===== src/rtl/lcd_tg_pkg.sv =====
package lcd_tg_pkg;
   typedef enum logic {
      EVT_VSYNC_START  = 1'b0,
      EVT_ACTIVE_START = 1'b1
   } evt_sel_e;
endpackage


===== src/rtl/lcd_tg_axis.sv =====
module lcd_tg_axis #(
   parameter int W = 12
) (
   input  logic         clk,
   input  logic         rst_n,
   input  logic         step,
   input  logic [W-1:0] sw,
   input  logic [W-1:0] bp,
   input  logic [W-1:0] act,
   input  logic [W-1:0] fp,
   output logic         last,
   output logic         zero,
   output logic         at_astart,
   output logic         sync_on,
   output logic         act_on,
   output logic [W-1:0] pos
);
   localparam int CW = W + 2;

   logic [CW-1:0] cnt, tot_m1, a_lo, a_hi;

   assign tot_m1    = CW'(sw) + CW'(bp) + CW'(act) + CW'(fp) + CW'(3);
   assign a_lo      = CW'(sw) + CW'(bp) + CW'(2);
   assign a_hi      = a_lo + CW'(act);
   assign last      = (cnt == tot_m1);
   assign zero      = (cnt == '0);
   assign at_astart = (cnt == a_lo);
   assign sync_on   = (cnt <= CW'(sw));
   assign act_on    = (cnt >= a_lo) && (cnt <= a_hi);
   assign pos       = W'(cnt - a_lo);

   always_ff @(posedge clk) begin
      if (!rst_n)    cnt <= '0;
      else if (step) cnt <= last ? '0 : cnt + CW'(1);
   end
endmodule


===== src/rtl/lcd_tg_pixce.sv =====
module lcd_tg_pixce #(
   parameter int DW      = 8,
   parameter bit HAS_DIV = 1'b1
) (
   input  logic          clk,
   input  logic          rst_n,
   input  logic          restart,
   input  logic          sel,
   input  logic [DW-1:0] div,
   output logic          ce
);
   generate
      if (HAS_DIV) begin : g_div
         logic [DW-1:0] pc;
         assign ce = !sel || (pc >= div);
         always_ff @(posedge clk) begin
            if (!rst_n)             pc <= '0;
            else if (restart || ce) pc <= '0;
            else                    pc <= pc + DW'(1);
         end
      end else begin : g_nodiv
         logic unused_div;
         assign unused_div = ^{clk, rst_n, restart, sel, div};
         assign ce = 1'b1;
      end
   endgenerate
endmodule


===== src/rtl/lcd_tg_irq.sv =====
module lcd_tg_irq (
   input  logic clk,
   input  logic rst_n,
   input  logic evt,
   input  logic frame_en,
   input  logic en,
   input  logic clr,
   output logic pending,
   output logic irq
);
   always_ff @(posedge clk) begin
      if (!rst_n)               pending <= 1'b0;
      else if (frame_en && evt) pending <= 1'b1;
      else if (clr)             pending <= 1'b0;
   end
   assign irq = pending & en;
endmodule


===== src/rtl/lcd_timing_gen.sv =====
module lcd_timing_gen
   import lcd_tg_pkg::*;
#(
   parameter int HW      = 12,
   parameter int VW      = 11,
   parameter int DW      = 8,
   parameter bit HAS_DIV = 1'b1
) (
   input  logic          clk,
   input  logic          rst_n,
   input  logic          cfg_en,
   input  logic [HW-1:0] cfg_hsw,
   input  logic [HW-1:0] cfg_hbp,
   input  logic [HW-1:0] cfg_hact,
   input  logic [HW-1:0] cfg_hfp,
   input  logic [VW-1:0] cfg_vsw,
   input  logic [VW-1:0] cfg_vbp,
   input  logic [VW-1:0] cfg_vact,
   input  logic [VW-1:0] cfg_vfp,
   input  logic          cfg_div_sel,
   input  logic [DW-1:0] cfg_div,
   input  logic          cfg_hs_pol,
   input  logic          cfg_vs_pol,
   input  logic          irq_en,
   input  logic          irq_frame_en,
   input  logic          irq_src,
   input  logic          irq_clr,
   output logic          running,
   output logic          pix_ce,
   output logic          hsync,
   output logic          vsync,
   output logic          de,
   output logic [HW-1:0] px_x,
   output logic [VW-1:0] px_y,
   output logic          irq_pending,
   output logic          irq
);
   generate
      if (HW < 2 || VW < 2 || DW < 1) begin : g_bad_params
         $error("lcd_timing_gen: HW and VW must be at least 2, DW at least 1");
      end
   endgenerate

   // shadow copies, loaded only when a frame starts
   logic [HW-1:0] sh_hsw, sh_hbp, sh_hact, sh_hfp;
   logic [VW-1:0] sh_vsw, sh_vbp, sh_vact, sh_vfp;
   logic [DW-1:0] sh_div;
   logic          sh_sel;

   logic h_last, h_zero, h_ast, h_sync, h_act;
   logic v_last, v_zero, v_ast, v_sync, v_act;
   logic [HW-1:0] h_pos;
   logic [VW-1:0] v_pos;
   logic frame_end, load, hstep, vstep, evt;
   evt_sel_e evt_sel;

   assign hstep     = pix_ce & running;
   assign vstep     = hstep & h_last;
   assign frame_end = vstep & v_last;
   assign load      = cfg_en & (!running | frame_end);

   always_ff @(posedge clk) begin
      if (!rst_n) begin
         running <= 1'b0;
         sh_hsw <= '0; sh_hbp <= '0; sh_hact <= '0; sh_hfp <= '0;
         sh_vsw <= '0; sh_vbp <= '0; sh_vact <= '0; sh_vfp <= '0;
         sh_div <= '0; sh_sel <= 1'b0;
      end else begin
         if (load) begin
            sh_hsw <= cfg_hsw; sh_hbp <= cfg_hbp; sh_hact <= cfg_hact; sh_hfp <= cfg_hfp;
            sh_vsw <= cfg_vsw; sh_vbp <= cfg_vbp; sh_vact <= cfg_vact; sh_vfp <= cfg_vfp;
            sh_div <= cfg_div; sh_sel <= cfg_div_sel;
         end
         if (!running || frame_end) running <= cfg_en;
      end
   end

   lcd_tg_pixce #(.DW(DW), .HAS_DIV(HAS_DIV)) u_pixce (
      .clk(clk), .rst_n(rst_n), .restart(!running && cfg_en),
      .sel(sh_sel), .div(sh_div), .ce(pix_ce)
   );

   lcd_tg_axis #(.W(HW)) u_hax (
      .clk(clk), .rst_n(rst_n), .step(hstep),
      .sw(sh_hsw), .bp(sh_hbp), .act(sh_hact), .fp(sh_hfp),
      .last(h_last), .zero(h_zero), .at_astart(h_ast),
      .sync_on(h_sync), .act_on(h_act), .pos(h_pos)
   );

   lcd_tg_axis #(.W(VW)) u_vax (
      .clk(clk), .rst_n(rst_n), .step(vstep),
      .sw(sh_vsw), .bp(sh_vbp), .act(sh_vact), .fp(sh_vfp),
      .last(v_last), .zero(v_zero), .at_astart(v_ast),
      .sync_on(v_sync), .act_on(v_act), .pos(v_pos)
   );

   logic unused_hast;
   assign unused_hast = h_ast;

   assign hsync = cfg_hs_pol ? (running & h_sync) : !(running & h_sync);
   assign vsync = cfg_vs_pol ? (running & v_sync) : !(running & v_sync);
   assign de    = running & h_act & v_act;
   assign px_x  = de ? h_pos : '0;
   assign px_y  = de ? v_pos : '0;

   assign evt_sel = evt_sel_e'(irq_src);
   assign evt = hstep & h_zero & ((evt_sel == EVT_ACTIVE_START) ? v_ast : v_zero);

   lcd_tg_irq u_irq (
      .clk(clk), .rst_n(rst_n), .evt(evt), .frame_en(irq_frame_en),
      .en(irq_en), .clr(irq_clr), .pending(irq_pending), .irq(irq)
   );
endmodule


===== config.mk =====
export PLATFORM = sky130hd
export DESIGN_NAME = lcd_timing_gen
export DESIGN_NICKNAME = d
export VERILOG_FILES = /design/src/rtl/lcd_tg_pkg.sv /design/src/rtl/lcd_tg_axis.sv /design/src/rtl/lcd_tg_pixce.sv /design/src/rtl/lcd_tg_irq.sv /design/src/rtl/lcd_timing_gen.sv
export SDC_FILE = /design/constraint.sdc
export NUM_CORES = 1
export LEC_CHECK = 0
export ABC_AREA = 1
export BUFFER_PORTS_ARGS = -buffer_cell sky130_fd_sc_hd__buf_2
export CORE_MARGIN = 5
export CORE_UTILIZATION = 59
export DETAILED_ROUTE_END_ITERATION = 6
export GPL_ROUTABILITY_DRIVEN = 0
export PLACE_DENSITY = 0.8
export SETUP_SLACK_MARGIN = 0.15
export SLEW_MARGIN = 20
export SYNTH_ARGS = -nofsm -noshare
export SYNTH_HDL_FRONTEND = slang
export SYNTH_SLANG_ARGS = --single-unit

===== constraint.sdc =====
create_clock -name clk -period 6 [get_ports clk]
set_input_delay 0.3 -clock clk [delete_from_list [all_inputs] [get_ports clk]]
set_output_delay 0.3 -clock clk [all_outputs]
set_load 0.05 [all_outputs]

==> results.sh <==
export IMPL_worst_hold_slack_ns=0.131
export IMPL_drt_pass1_iterations=6
export IMPL_critical_path_max_fanout=6
export IMPL_outcome="complete, no violations"
export IMPL_power_total_mw=4.23
export IMPL_crit_reg2reg_launch="sh_hbp[0]$_SDFFE_PN0P_"
export IMPL_core_region_area_um2=24200
export IMPL_synth_top_flop_cell="dfxtp_1"
export IMPL_avgViaCountPerCell=5.64
export IMPL_critPathRequiredTime_ns=5.70
export IMPL_finalHoldViolations=0
export IMPL_worstHoldPathType="in2reg"
export IMPL_insertion_delay_ns=0.44
export IMPL_number_of_flops_mapped_to_enable_cells_by_yosys=0
export IMPL_synth_simple_gate_area_share_pct=28.9
export IMPL_setup_repair_after_global_routing_missed_its_margin="yes"
export IMPL_initialDrtViolationCount=1556
export IMPL_floorplan_initialDensity_pct=59.6
export IMPL_die_area_um2=27700
export IMPL_register_area_um2=2780
export IMPL_register_to_register_setup_slack_ns=0.48
export IMPL_place_detailed_hpwl_mm=31.9
export IMPL_slew_viol_final=0
export IMPL_min_delay_worst_endpoint="u_irq.pending$_SDFFE_PN0P_"
export IMPL_slew_limit_headroom_pct=41.4
export IMPL_num_rows=57
export IMPL_globalRouteOverflowTotal=0
export IMPL_crit_path_max_incr_delay_ns=0.42
export IMPL_fill_cells=1893
export IMPL_path_clk_slew_ns=0.07
export IMPL_global_route_wire_length_before_repair_mm=67.0
export IMPL_cts_tree="done"
export IMPL_multi_input_logic_area_um2=10500
export IMPL_clock_sinks=138
export IMPL_syn_avg_cell_area_um2=6.47
export IMPL_cpMaxStageDelayCell="fa_2"
export IMPL_design_final_nets=2708
export IMPL_power_leakage_nw=9.18
export IMPL_average_detailed_routed_wire_length_per_instance_um=16.3
export IMPL_port_buffer_count=139
export IMPL_syn_nets=2563
export IMPL_synth_area_mux_share_pct=0
export IMPL_synthDominantCellAreaShare_pct=19.1
export IMPL_final_min_clock_period_ns=5.93
export IMPL_dr_total_vias=15340
export IMPL_tritoncts_num_buffers=17
export IMPL_post_route_cells_drive_above_1_share_pct=15.5
export IMPL_route_met2_wl_mm=19.0
export IMPL_synth_top_cells_by_area="dfxtp_1, ha_1, nand2_1"
export IMPL_power_per_cell_area_nw_per_um2=243
export IMPL_r2r_cells=28
export IMPL_htreeDepth=4
export IMPL_power_ir_vdd_worst_v=0.000180
export IMPL_ff_latch_count_synth=138
export IMPL_asyncSetResetFlopFracSynth_pct=0
export IMPL_hp_start="irq_clr"
export IMPL_synth_yosys_seq_area_share_pct=19.1
export IMPL_antenna_found_initial=0
export IMPL_drt_wl_total_mm=44.3
export IMPL_timing_critical_path_from_type="flip-flop"
export IMPL_yosys_area_share_xor_xnor_pct=6.51
export IMPL_maxUsedRoutingLayer="met4"
export IMPL_timing_setup_critical_path_class="reg2out"
export IMPL_synth_compound_gate_area_share_pct=11.1
export IMPL_clock_skew_final_ns=0.0145
export IMPL_combinational_family_with_the_most_area_after_synthesis="simple AND/OR/NAND/NOR gates"
export IMPL_maxCapViolCount=0
export IMPL_floorplan_die_width_um=167
export IMPL_setup_violations=0
export IMPL_post_synth_num_cell_types=46
export IMPL_cts_root_to_sink_buffers=2
export IMPL_io_pin_count=140
export IMPL_worstSetupEndpointType="output port"
export IMPL_met3_length_mm=4.78
export IMPL_fmax_mhz=169
export IMPL_hold_path_depth=4
export IMPL_max_slew_worst_pin_slew_ns=0.873
export IMPL_critical_path_reg2reg_endpoint="sh_hbp[0]$_SDFFE_PN0P_"
export IMPL_vias_in_the_first_global_route=13695
export IMPL_yosys_area_share_adder_pct=20.3
export IMPL_grt_util_all_layers_pct=28.6
export IMPL_final_period_utilization_pct=98.8
export IMPL_route_detailed_drc=0
export IMPL_grt_max_degree=113
export IMPL_syn_cell_area_um2=14500
export IMPL_postRouteAntennaNets=0
export IMPL_wl_met1_mm=19.3
export IMPL_synth_top_cell_by_area="dfxtp_1"
export IMPL_yosys_warnings=0
export IMPL_area_growth_syn_to_layout_pct=20.2
export IMPL_post_synth_inst_count=2236
export IMPL_die_height_um=167
export IMPL_ctsRootBufferMaster="clkbuf_16"
export IMPL_cp_data_arrival_time_ns=5.63
==> registers in the layout, indices dropped and copies added (netlist names), 11 cells and up <==
| register | flops |
|---|---|
| u_hax.cnt | 14 |
| sh_hbp | 12 |
| u_vax.cnt | 13 |
| sh_hact | 12 |
| sh_vfp | 11 |
| sh_hfp | 12 |
| sh_vact | 11 |
| sh_hsw | 12 |
| sh_vbp | 11 |
| sh_vsw | 11 |
==> repair_timing <==
| action | CTS | global route |
|---|---|---|
| setup endpoints to repair | 24 | 136 |
| pin swaps | 6 | 50 |
| hold buffers | 0 | 0 |
| setup buffers | 10 | 21 |
| cloned | 0 | 6 |
| resized for setup | 41 | 203 |
| hold endpoints to repair | 0 | 0 |
==> metal layers <==
| metal | up-vias | track usage, % |
|---|---|---|
| met5 | - | 0 |
| met4 | 0 | 6.94 |
| met3 | 143 | 6.54 |
| met2 | 765 | 42.9 |
| met1 | 6988 | 41.9 |
| li1 | 7444 | - |
==> cell usage after synthesis, types with 4 or more instances <==
library cell / n
a211oi_1: 4
a21o_1: 6
a21oi_1: 213
a31oi_1: 7
buf_1: 13
buf_2: 7
buf_6: 19
clkbuf_1: 26
dfxtp_1: 138
fa_1: 29
ha_1: 188
inv_1: 429
inv_2: 8
nand2_1: 448
nand3_1: 190
nand3b_1: 7
nand4_1: 41
nor2_1: 208
nor3_1: 56
nor3b_1: 7
nor4_1: 8
o21ai_0: 41
o21bai_1: 4
xnor2_1: 33
xor2_1: 72
==> power by group <==
part	internal, mW	switching [mW]	total (mW)
Clock	0.566	0.486	1.05
Sequential	0.973	0.0614	1.03
Combinational	0.805	1.33	2.14
==> area by class of cell <==
class,count,share of cell area [%]
antenna,1,0.0144
timing repair buffer,191,8.19
clock buffer,18,2.53
tap,324,2.33
multi-input combinational,1595,60.6
clock inverter,14,0.849
inverter,438,9.47
sequential,138,16.0
==> worst max path at each step <==
stage                      startpoint  endpoint  slack [ns]  depth (start not counted)
2_1_floorplan  sh_hsw[0]$_SDFFE_PN0P_   px_y[3]        0.20                         29
3_3_place_gp   sh_vsw[0]$_SDFFE_PN0P_   px_x[1]        0.27                         30
3_5_place_dp   sh_vsw[0]$_SDFFE_PN0P_   px_x[0]        0.17                         30
4_1_cts        sh_vsw[0]$_SDFFE_PN0P_   px_x[1]        0.16                         32
5_1_grt        sh_vsw[3]$_SDFFE_PN0P_   px_y[1]       -0.16                         34
6_report       sh_vbp[0]$_SDFFE_PN0P_   px_x[8]        0.07                         28
==> worst max-delay path, delay by kind of cell (launching register included) <==
family,cells,cell delay (ns)
buffers and inverters,3,0.55
XOR/XNOR,1,0.23
AO/OA/AOI/OAI,8,1.18
adder cells (fa/ha/maj),5,1.43
flip-flops,1,0.37
AND/OR/NAND/NOR,11,1.41
==> cells by family after synthesis <==
| logic type | after synthesis |
|---|---|
| and+or+nand+nor | 975 |
| AOI/OAI and AO/OA | 297 |
| xor gates and xnor gates | 106 |
| adders and majority gates | 217 |
| buffers and inverters | 503 |
| DFF | 138 |
==> cell usage in the layout, fill, tap and decap left out, types with 31 or more instances in the layout <==
master	instances
a21oi_1	206
buf_2	113
buf_4	40
dfxtp_1	130
ha_1	172
inv_1	424
nand2_1	428
nand3_1	183
nand4_1	41
nor2_1	200
o21ai_0	34
xnor2_1	31
xor2_1	56
==> per-stage QoR <==
step	utilization [%]	cells	setup TNS (ns)	setup slack, ns	instance area [um^2]
floorplan	-	2236	0	0.196	14500
global placement	63.4	2649	0	0.274	15400
detailed placement	63.4	2649	0	0.166	15400
CTS	66.9	2691	0	0.157	16200
global route	71.7	2718	-2.71	-0.157	17400
finish	71.7	2719	0	0.0739	17400
Note: power is estimated with default switching activity, not from simulation.
